$ cat src/rtl/sram_seq.sv
module sram_seq #(
  parameter int ADDR_W = 16,
  parameter int DATA_W = 16,
  parameter int CNT_W  = 8,
  parameter int T_AS   = 1,
  parameter int T_WP   = 2,
  parameter int T_DS   = 2,
  parameter int T_CSW  = 2,
  parameter int T_DH   = 1,
  parameter int T_AH   = 1,
  parameter int T_RD   = 2,
  parameter int T_OE   = 1,
  parameter int T_OZ   = 1
) (
  input  logic              clk,
  input  logic              rst_n,
  input  logic              req,
  input  logic              req_we,
  input  logic [ADDR_W-1:0] req_addr,
  input  logic [DATA_W-1:0] req_wdata,
  output logic              busy,
  output logic              ack,
  output logic [DATA_W-1:0] rdata,
  output logic [ADDR_W-1:0] ram_addr,
  output logic              ram_cs_n,
  output logic              ram_oe_n,
  output logic              ram_we_n,
  output logic [DATA_W-1:0] ram_dq_out,
  output logic              ram_dq_oe,
  input  logic [DATA_W-1:0] ram_dq_in
);

  function automatic int mx(input int a, input int b);
    return (a > b) ? a : b;
  endfunction

  localparam int AS_N  = mx(T_AS, 1);
  localparam int WP_N  = mx(mx(T_WP, T_DS), mx(T_CSW, 1));
  localparam int WH_N  = mx(mx(T_DH, T_AH), 1);
  localparam int RA_N  = mx(mx(T_RD, T_OE), 1);
  localparam int RH_N  = mx(mx(T_AH, T_OZ), 1);
  localparam logic [CNT_W-1:0] CNT_MAX = '1;

  typedef enum logic [2:0] {
    S_IDLE, S_WSET, S_WPUL, S_WHLD, S_RSET, S_RACC, S_RHLD
  } st_t;

  st_t               st;
  logic [CNT_W-1:0]  cnt;
  logic [ADDR_W-1:0] addr_q;
  logic [DATA_W-1:0] wdata_q;
  logic              last;

  assign last = (cnt == '0);

  always_ff @(posedge clk or negedge rst_n) begin
    if (!rst_n) begin
      st      <= S_IDLE;
      cnt     <= '0;
      addr_q  <= '0;
      wdata_q <= '0;
      rdata   <= '0;
      ack     <= 1'b0;
    end else begin
      ack <= 1'b0;
      case (st)
        S_IDLE: if (req) begin
          addr_q  <= req_addr;
          wdata_q <= req_wdata;
          cnt     <= CNT_W'(AS_N - 1);
          st      <= req_we ? S_WSET : S_RSET;
        end
        S_WSET: if (last) begin
          cnt <= CNT_W'(WP_N - 1);
          st  <= S_WPUL;
        end else cnt <= cnt - 1'b1;
        S_WPUL: if (last) begin
          cnt <= CNT_W'(WH_N - 1);
          st  <= S_WHLD;
          ack <= 1'b1;
        end else cnt <= cnt - 1'b1;
        S_WHLD: if (last) st <= S_IDLE;
                else cnt <= cnt - 1'b1;
        S_RSET: if (last) begin
          cnt <= CNT_W'(RA_N - 1);
          st  <= S_RACC;
        end else cnt <= cnt - 1'b1;
        S_RACC: if (last) begin
          rdata <= ram_dq_in;
          cnt   <= CNT_W'(RH_N - 1);
          st    <= S_RHLD;
          ack   <= 1'b1;
        end else cnt <= cnt - 1'b1;
        S_RHLD: if (last) st <= S_IDLE;
                else cnt <= cnt - 1'b1;
        default: st <= S_IDLE;
      endcase
    end
  end

  assign busy       = (st != S_IDLE);
  assign ram_addr   = addr_q;
  assign ram_dq_out = wdata_q;
  assign ram_we_n   = (st != S_WPUL);
  assign ram_oe_n   = (st != S_RACC);
  assign ram_cs_n   = ram_we_n && ram_oe_n;
  assign ram_dq_oe  = (st == S_WSET) || (st == S_WPUL) || (st == S_WHLD);

  logic [ADDR_W-1:0] addr_prev;
  logic [CNT_W-1:0]  addr_age, we_run, oz_gap;

  always_ff @(posedge clk or negedge rst_n) begin
    if (!rst_n) begin
      addr_prev <= '0;
      addr_age  <= CNT_MAX;
      we_run    <= '0;
      oz_gap    <= CNT_MAX;
    end else begin
      addr_prev <= ram_addr;
      if (ram_addr != addr_prev) addr_age <= CNT_W'(1);
      else if (addr_age != CNT_MAX) addr_age <= addr_age + 1'b1;
      if (!ram_we_n) we_run <= (we_run == CNT_MAX) ? we_run : we_run + 1'b1;
      else we_run <= '0;
      if (!ram_oe_n) oz_gap <= '0;
      else if (oz_gap != CNT_MAX) oz_gap <= oz_gap + 1'b1;
    end
  end

  assert_addr_setup_R2: assert property (@(posedge clk) disable iff (!rst_n)
    $fell(ram_we_n) |-> (addr_age >= CNT_W'(T_AS)) && ram_oe_n && !ram_cs_n);

  assert_pulse_width_R3: assert property (@(posedge clk) disable iff (!rst_n)
    $rose(ram_we_n) |-> (we_run >= CNT_W'(T_WP)) && (we_run >= CNT_W'(T_DS))
                        && (we_run >= CNT_W'(T_CSW)));

  assert_data_hold_R4: assert property (@(posedge clk) disable iff (!rst_n)
    $rose(ram_we_n) |-> ram_dq_oe && $stable(ram_dq_out) && $stable(ram_addr));

  assert_no_write_in_read_R5: assert property (@(posedge clk) disable iff (!rst_n)
    !ram_oe_n |-> ram_we_n);

  assert_ack_single_R6: assert property (@(posedge clk) disable iff (!rst_n)
    ack |=> !ack);

  assert_busy_holds_addr_R8: assert property (@(posedge clk) disable iff (!rst_n)
    busy |=> $stable(ram_addr));

  assert_no_contention_R10: assert property (@(posedge clk) disable iff (!rst_n)
    !ram_oe_n |-> !ram_dq_oe);

  assert_turnaround_R10: assert property (@(posedge clk) disable iff (!rst_n)
    $rose(ram_dq_oe) |-> oz_gap >= CNT_W'(T_OZ));

endmodule

$ cat config.mk
export PLATFORM = sky130hd
export DESIGN_NAME = sram_seq
export DESIGN_NICKNAME = d
export VERILOG_FILES = /design/src/rtl/sram_seq.sv
export SDC_FILE = /design/constraint.sdc
export NUM_CORES = 1
export LEC_CHECK = 0
export ABC_AREA = 0
export BUFFER_PORTS_ARGS = -buffer_cell sky130_fd_sc_hd__buf_2
export CORE_MARGIN = 2
export CORE_UTILIZATION = 43
export CTS_CLUSTER_SIZE = 25
export DETAILED_ROUTE_END_ITERATION = 12
export PLACE_DENSITY = 0.75
export SLEW_MARGIN = 30
export SYNTH_ARGS = -nofsm -noshare
export SYNTH_HDL_FRONTEND = slang
export SYNTH_SLANG_ARGS = --single-unit
$ cat constraint.sdc
create_clock -name clk -period 2.07 [get_ports clk]
set_input_delay 0.1035 -clock clk [delete_from_list [all_inputs] [get_ports clk]]
set_output_delay 0.1035 -clock clk [all_outputs]
set_load 0.02 [all_outputs]
## Word-level counts from Yosys, hierarchy flattened

Index checks and enable logic that the tools add are counted.

- Add/sub/neg operators: 1
- Eq/ne operators: 15
- Reduce and logical (&&, ||, !) cells: 14
- Muxes and demuxes: 15

Operator list:

| cell | number |
|---|---|
| 8-bit two-way mux | 4 |
| 8-bit case mux with 4 select lines | 1 |
| 3-bit two-way mux | 7 |
| 3-bit case mux with 6 select lines | 1 |
| 2-bit != test (second input constant) | 6 |
| 3-bit == test (second input constant) | 3 |
| 8-bit logical NOT | 1 |
| 8-bit by 1-bit subtractor with 8-bit output (second input constant) | 1 |
| 3-bit by 2-bit == test with 1-bit output (second input constant) | 2 |
| 6-bit AND reduction | 1 |
| 2-bit OR reduction | 3 |
| 2-bit AND reduction | 2 |
| 4-bit nonzero test | 1 |
| 3-bit by 1-bit == test with 1-bit output (second input constant) | 1 |
| 3-bit logical NOT | 1 |
| 3-bit by 2-bit != test with 1-bit output (second input constant) | 1 |
| 3-bit != test (second input constant) | 1 |
| 3-bit AND reduction | 1 |
| 3-bit nonzero test | 1 |
| 1-bit logical OR | 2 |
| 1-bit two-way mux | 2 |
| 2-bit by 1-bit != test with 1-bit output (second input constant) | 1 |
| 1-bit logical AND | 1 |

- Input port bits: 52
- Bits in registers: 60
- Word-level logic and storage cells: 51

## Depth between registers and ports, before layout

- Depth in word-level cells: 4
- Gate-level depth with buffers: 7
- Mapped depth without buffers: 7

## Worst setup path before layout

OpenSTA, ideal clock, no wires.

- Path type: reg2reg
- From: register cnt[0]
- To: register cnt[3]
- Setup slack: 0.107 ns
- Clock period less this slack: 1.963 ns
- Path buffers: 0
- Required time: 1.951 ns
- Cell stages (with the launch flop): 8
- Data arrival time: 1.844 ns
- Path through: dfrtp_1 inv_1 ha_1 nor3b_1 a21oi_2 o31a_1 and3b_1 o21a_1

- Longest elaborated chain between the ends: 3

RTL lines:

| item | line | RTL |
|---|---|---|
| start: declaration | 49 | `logic [CNT_W-1:0] cnt;` |
| start signal: assignment | 70 | `cnt <= CNT_W'(AS_N - 1);` |
| start signal: assignment | 74 | `cnt <= CNT_W'(WP_N - 1);` |
| start signal: assignment | 76 | `end else cnt <= cnt - 1'b1;` |
| 8-bit by 1-bit subtractor with 8-bit output or 8-bit logical NOT (tied branches) | -- |  |
| 8-bit two-way mux (tied with other cells) | 82, 94 |  |
| 8-bit case mux with 4 select lines or 3-bit AND reduction (tied branches) | -- |  |

Parallel ways exist; a longest one is shown, timed or not. The select of a mux whose other input is x is not followed.
A chain may end at the register's enable or synchronous reset.

## Final worst setup path

- From: register cnt[1]
- To: register cnt[6]

The elaborated chain is that of the path after synthesis.

==> impl_results.html <==
<table>
<tr><th>Metric</th><th>Value</th></tr>
<tr><th colspan="2">Yosys</th></tr>
<tr><td>Syn Area/Cell</td><td>13.6 um2</td></tr>
<tr><td>Synth Cell Area</td><td>2660 um2</td></tr>
<tr><td>Compound-Gate Fraction of Synth Area</td><td>7.43%</td></tr>
<tr><td>Synth unique cells</td><td>46</td></tr>
<tr><td>Flops &amp; latches, synth</td><td>60</td></tr>
<tr><td>Number of enable-type register cells in the synthesized netlist</td><td>0</td></tr>
<tr><td>Post-synthesis mux area share</td><td>22.1%</td></tr>
<tr><td>Arithmetic-cell share of the synthesized area counting full adders, half adders and majority gates</td><td>1.32%</td></tr>
<tr><td>Cell count after synthesis</td><td>196</td></tr>
<tr><td>Synth warn</td><td>0</td></tr>
<tr><td>Main synth FF type</td><td>sky130_fd_sc_hd__dfrtp_1</td></tr>
<tr><td>Net count after synthesis</td><td>250</td></tr>
<tr><td>Synthesized-area fraction occupied by xor and xnor cells</td><td>less than 1%</td></tr>
<tr><td>Simple-gate area share of the yosys netlist</td><td>9.36%</td></tr>
<tr><td>Sequential area share after synthesis</td><td>56.4%</td></tr>
<tr><td>Dominant combinational cell family by area after synthesis</td><td>multiplexers</td></tr>
<tr><td>Ys async rst share</td><td>100%</td></tr>
<tr><th colspan="2">Worst setup path</th></tr>
<tr><td>Type of the setup path with the least slack</td><td>flip-flop to flip-flop</td></tr>
<tr><td>Beginning of the critical path</td><td>cnt[1]</td></tr>
<tr><td>Peak fanout along the critical path</td><td>5</td></tr>
<tr><td>Endpoint class of the critical path</td><td>flip-flop</td></tr>
<tr><td>Kind of start point of the critical path</td><td>flip-flop</td></tr>
<tr><td>Arr. time, crit path</td><td>around 2.3 ns</td></tr>
<tr><td>R2r startpoint</td><td>cnt[1]</td></tr>
<tr><td>Critical path data required time</td><td>around 2.3 ns</td></tr>
<tr><th colspan="2">Detailed routing</th></tr>
<tr><td>Detailed router's first-iteration violation count</td><td>44</td></tr>
<tr><td>Routed Wire Length</td><td>6680 um</td></tr>
<tr><td>Via total after detailed routing</td><td>2190</td></tr>
<tr><td>DRC</td><td>0</td></tr>
<tr><td>Antenna violation net count after detailed routing</td><td>0</td></tr>
<tr><td>Number of optimization iterations in the first detailed-route pass</td><td>4</td></tr>
<tr><td>Number of vias per cell after detailed routing</td><td>~4.9</td></tr>
<tr><td>Wire length per cell</td><td>about 15 um</td></tr>
<tr><th colspan="2">Floorplan</th></tr>
<tr><td>Area of the die</td><td>6830 um2</td></tr>
<tr><td>DIE HEIGHT</td><td>82.7 um</td></tr>
<tr><td>Effective utilization at floorplan</td><td>between 40 and 50%</td></tr>
<tr><td>Die Wd</td><td>82.7 um</td></tr>
<tr><td>Standard-cell rows</td><td>28</td></tr>
<tr><td>Area of the core</td><td>5960 um2</td></tr>
<tr><td>Ports</td><td>approximately 110</td></tr>
<tr><th colspan="2">Layout</th></tr>
<tr><td>N_diodes</td><td>0</td></tr>
<tr><td>Net count, final</td><td>417</td></tr>
<tr><td>Total area of multi-input combinational cells</td><td>1140 um2</td></tr>
<tr><td>Fillcell total</td><td>421</td></tr>
<tr><td>Area growth from synthesis to layout</td><td>54.3%</td></tr>
<tr><td>Final Cell Area</td><td>4110 um2</td></tr>
<tr><td>Sequential cell area in the final layout</td><td>1500 um2</td></tr>
<tr><td>Final standard cell utilization of the core</td><td>68.9%</td></tr>
<tr><td>Layout cell share with drive strength beyond 1</td><td>roughly 52%</td></tr>
<tr><th colspan="2">Global routing</th></tr>
<tr><td>Pin count of the biggest net entering global routing</td><td>33</td></tr>
<tr><td>Total congestion overflow</td><td>0</td></tr>
<tr><td>Antenna violations before repair</td><td>0</td></tr>
<tr><td>Number of global-route vias before repair</td><td>approximately 2100</td></tr>
<tr><td>Global-route wire length before repair</td><td>10000 um</td></tr>
<tr><td>GRT Total Usage</td><td>20.0%</td></tr>
<tr><th colspan="2">Timing</th></tr>
<tr><td>Final number of max-transition violations</td><td>0</td></tr>
<tr><td>Final critical-path required period</td><td>1.99 ns</td></tr>
<tr><td>Highest attainable clock frequency</td><td>0.502 GHz</td></tr>
<tr><td>Count of final hold-check violations</td><td>0</td></tr>
<tr><td>Relative slew slack</td><td>54.9%</td></tr>
<tr><td>Hold slack final</td><td>0.0101 ns</td></tr>
<tr><td>Final setup viols</td><td>0</td></tr>
<tr><td>Post-route clock skew</td><td>0.0111 ns</td></tr>
<tr><td>Total negative slack</td><td>0 ns</td></tr>
<tr><td>Period Utilization, post-route</td><td>96.3%</td></tr>
<tr><td>Worst Max-Slew Pin Slew</td><td>0.676 ns</td></tr>
<tr><th colspan="2">Clock tree</th></tr>
<tr><td>CTS sink count</td><td>60</td></tr>
<tr><td>Clock transition at the register clock pins on the worst setup and hold paths after CTS</td><td>around 0.07 ns</td></tr>
<tr><td>Insertion delay of the later-clocked pin in the worst-skew pair</td><td>0.34 ns</td></tr>
<tr><td>Maximum buffer depth of the clock tree</td><td>2</td></tr>
<tr><td>Clk Tree Root Cell</td><td>sky130_fd_sc_hd__clkbuf_8</td></tr>
<tr><td>TritonCTS clock tree</td><td>yes</td></tr>
<tr><td>Maximum level of the CTS H-tree</td><td>3</td></tr>
<tr><td>Number of clock buffers inserted by TritonCTS</td><td>9</td></tr>
<tr><th colspan="2">Power</th></tr>
<tr><td>P_leak</td><td>1.97 nW</td></tr>
<tr><td>Total power consumption of the routed design</td><td>6.56 mW</td></tr>
<tr><td>Worst ir drop on vdd</td><td>931 uV</td></tr>
<tr><td>Power per Cell Area</td><td>1600 nW/um2</td></tr>
<tr><th colspan="2">Placed design</th></tr>
<tr><td>Count of input and output buffers</td><td>105</td></tr>
<tr><td>Estimated wirelength of the detail-placed design</td><td>4070 um</td></tr>
<tr><td>Routability-driven placement congestion ratio</td><td>0.845</td></tr>
<tr><td>Area post-placement</td><td>around 3300 um2</td></tr>
<tr><th colspan="2">Min path</th></tr>
<tr><td>Origin of the worst min-delay path</td><td>req_addr[0]</td></tr>
<tr><td>Path class of the lowest-slack min-delay path</td><td>primary input to flip-flop</td></tr>
<tr><th colspan="2">Outcome</th></tr>
<tr><td>Status</td><td>finished clean</td></tr>
<tr><th colspan="2">Job</th></tr>
<tr><td>Max-cap violation count</td><td>0</td></tr>
</table>
[cell type report]
cell class	instances	area share [%]
multi-input cells	124	27.8
well taps	75	2.29
inverters	5	0.457
clock inverters	7	3.02
repair buffers	163	26.9
clock buffers	9	3.02
flip-flops and latches	60	36.6
[sequential cells by signal, summed over array words and instances, names as in the netlist]
signal / cells
rdata: 16
st: 3
ack: 1
ram_addr: 16
cnt: 8
ram_dq_out: 16
[layer usage]
metal | share of wire, % | vias up | routed length [um] | global-route usage [%]
met4 | 1.2 | 0 | 83 | 6.56
met2 | 51 | 81 | 3400 | 35.2
met1 | 41 | 1056 | 2760 | 23.2
met3 | 6.4 | 9 | 430 | 6.09
met5 | 0 | - | 0 | 0
li1 | - | 1044 | - | -
[cell usage in the layout, fill, tap and decap left out, types with 6 or more instances in the layout]
cell	instances
sky130_fd_sc_hd__clkbuf_8	9
sky130_fd_sc_hd__buf_2	105
sky130_fd_sc_hd__dfrtp_1	60
sky130_fd_sc_hd__dlygate4sd3_1	47
sky130_fd_sc_hd__mux2_4	10
sky130_fd_sc_hd__mux2_2	34
sky130_fd_sc_hd__nand2_1	9
sky130_fd_sc_hd__buf_4	9
sky130_fd_sc_hd__o21ai_0	6
sky130_fd_sc_hd__nor2_1	11
[repair_timing]
item | 4_1_cts | 5_1_grt
hold endpoints to repair | 75 | 0
gates resized for setup | 0 | 7
setup buffers | 0 | 2
hold buffers | 47 | 0
setup endpoints to repair | 0 | 6
[worst max-delay path, stage by stage (launching register included)]
cell and delay (ns):
sky130_fd_sc_hd__dfrtp_1 0.39, sky130_fd_sc_hd__inv_1 0.08, sky130_fd_sc_hd__ha_1 0.18, sky130_fd_sc_hd__nor3b_2 0.15, sky130_fd_sc_hd__buf_4 0.16, sky130_fd_sc_hd__a21oi_4 0.19
sky130_fd_sc_hd__o311ai_4 0.15, sky130_fd_sc_hd__or3_2 0.43, sky130_fd_sc_hd__a21boi_0 0.18
[through the flow]
stage,setup slack [ns],std cells
6_report,0.0763,443
5_1_grt,-0.0425,443
4_1_cts,0.0366,441
3_5_place_dp,0.0291,378
3_3_place_gp,0.130,378
2_1_floorplan,0.107,196
[Yosys cell counts, types with 2 or more instances]
library cell	number	area share, %
sky130_fd_sc_hd__nand2_1	9	1.3
sky130_fd_sc_hd__mux2_1	4	1.7
sky130_fd_sc_hd__a21oi_1	4	0.75
sky130_fd_sc_hd__nor2_1	11	1.6
sky130_fd_sc_hd__dfrtp_1	60	56
sky130_fd_sc_hd__ha_1	2	0.94
sky130_fd_sc_hd__mux2_4	10	5.6
sky130_fd_sc_hd__nand3_1	5	0.94
sky130_fd_sc_hd__mux2_2	34	14
sky130_fd_sc_hd__buf_2	5	0.94
sky130_fd_sc_hd__inv_1	5	0.71
sky130_fd_sc_hd__xnor2_1	2	0.66
sky130_fd_sc_hd__a21boi_0	2	0.56
sky130_fd_sc_hd__nor3_1	4	0.75
sky130_fd_sc_hd__o21ai_0	6	1.1
sky130_fd_sc_hd__nand2b_1	3	0.71
[power by group]
group | switching, mW | total, mW | internal, mW
Clock | 0.486 | 1.29 | 0.807
Sequential | 0.366 | 2.12 | 1.76
Combinational | 1.74 | 3.14 | 1.40
Total | 2.59 | 6.56 | 3.97
[cells by family (layout without fill, tap and decap cells)]
logic type,Yosys count,after routing
flops,60,60
mux,49,49
simple gates,45,45
compound gates,25,25
buf+inv,12,184
fa+ha+maj,3,3
xor+xnor,2,2
[worst paths after layout]
kind	end	slack, ns	cells past startpoint
worst max-delay path	cnt[6]	0.08	8
worst min-delay path	ram_addr[0]	0.01	2
worst max register to register	cnt[6]	0.08	8
worst min register to register	ram_addr[4]	0.49	1
max in group asynchronous	rdata[8]	1.14	3
min in group asynchronous	ram_addr[1]	0.34	2
Note: power is estimated with default switching activity, not from simulation.
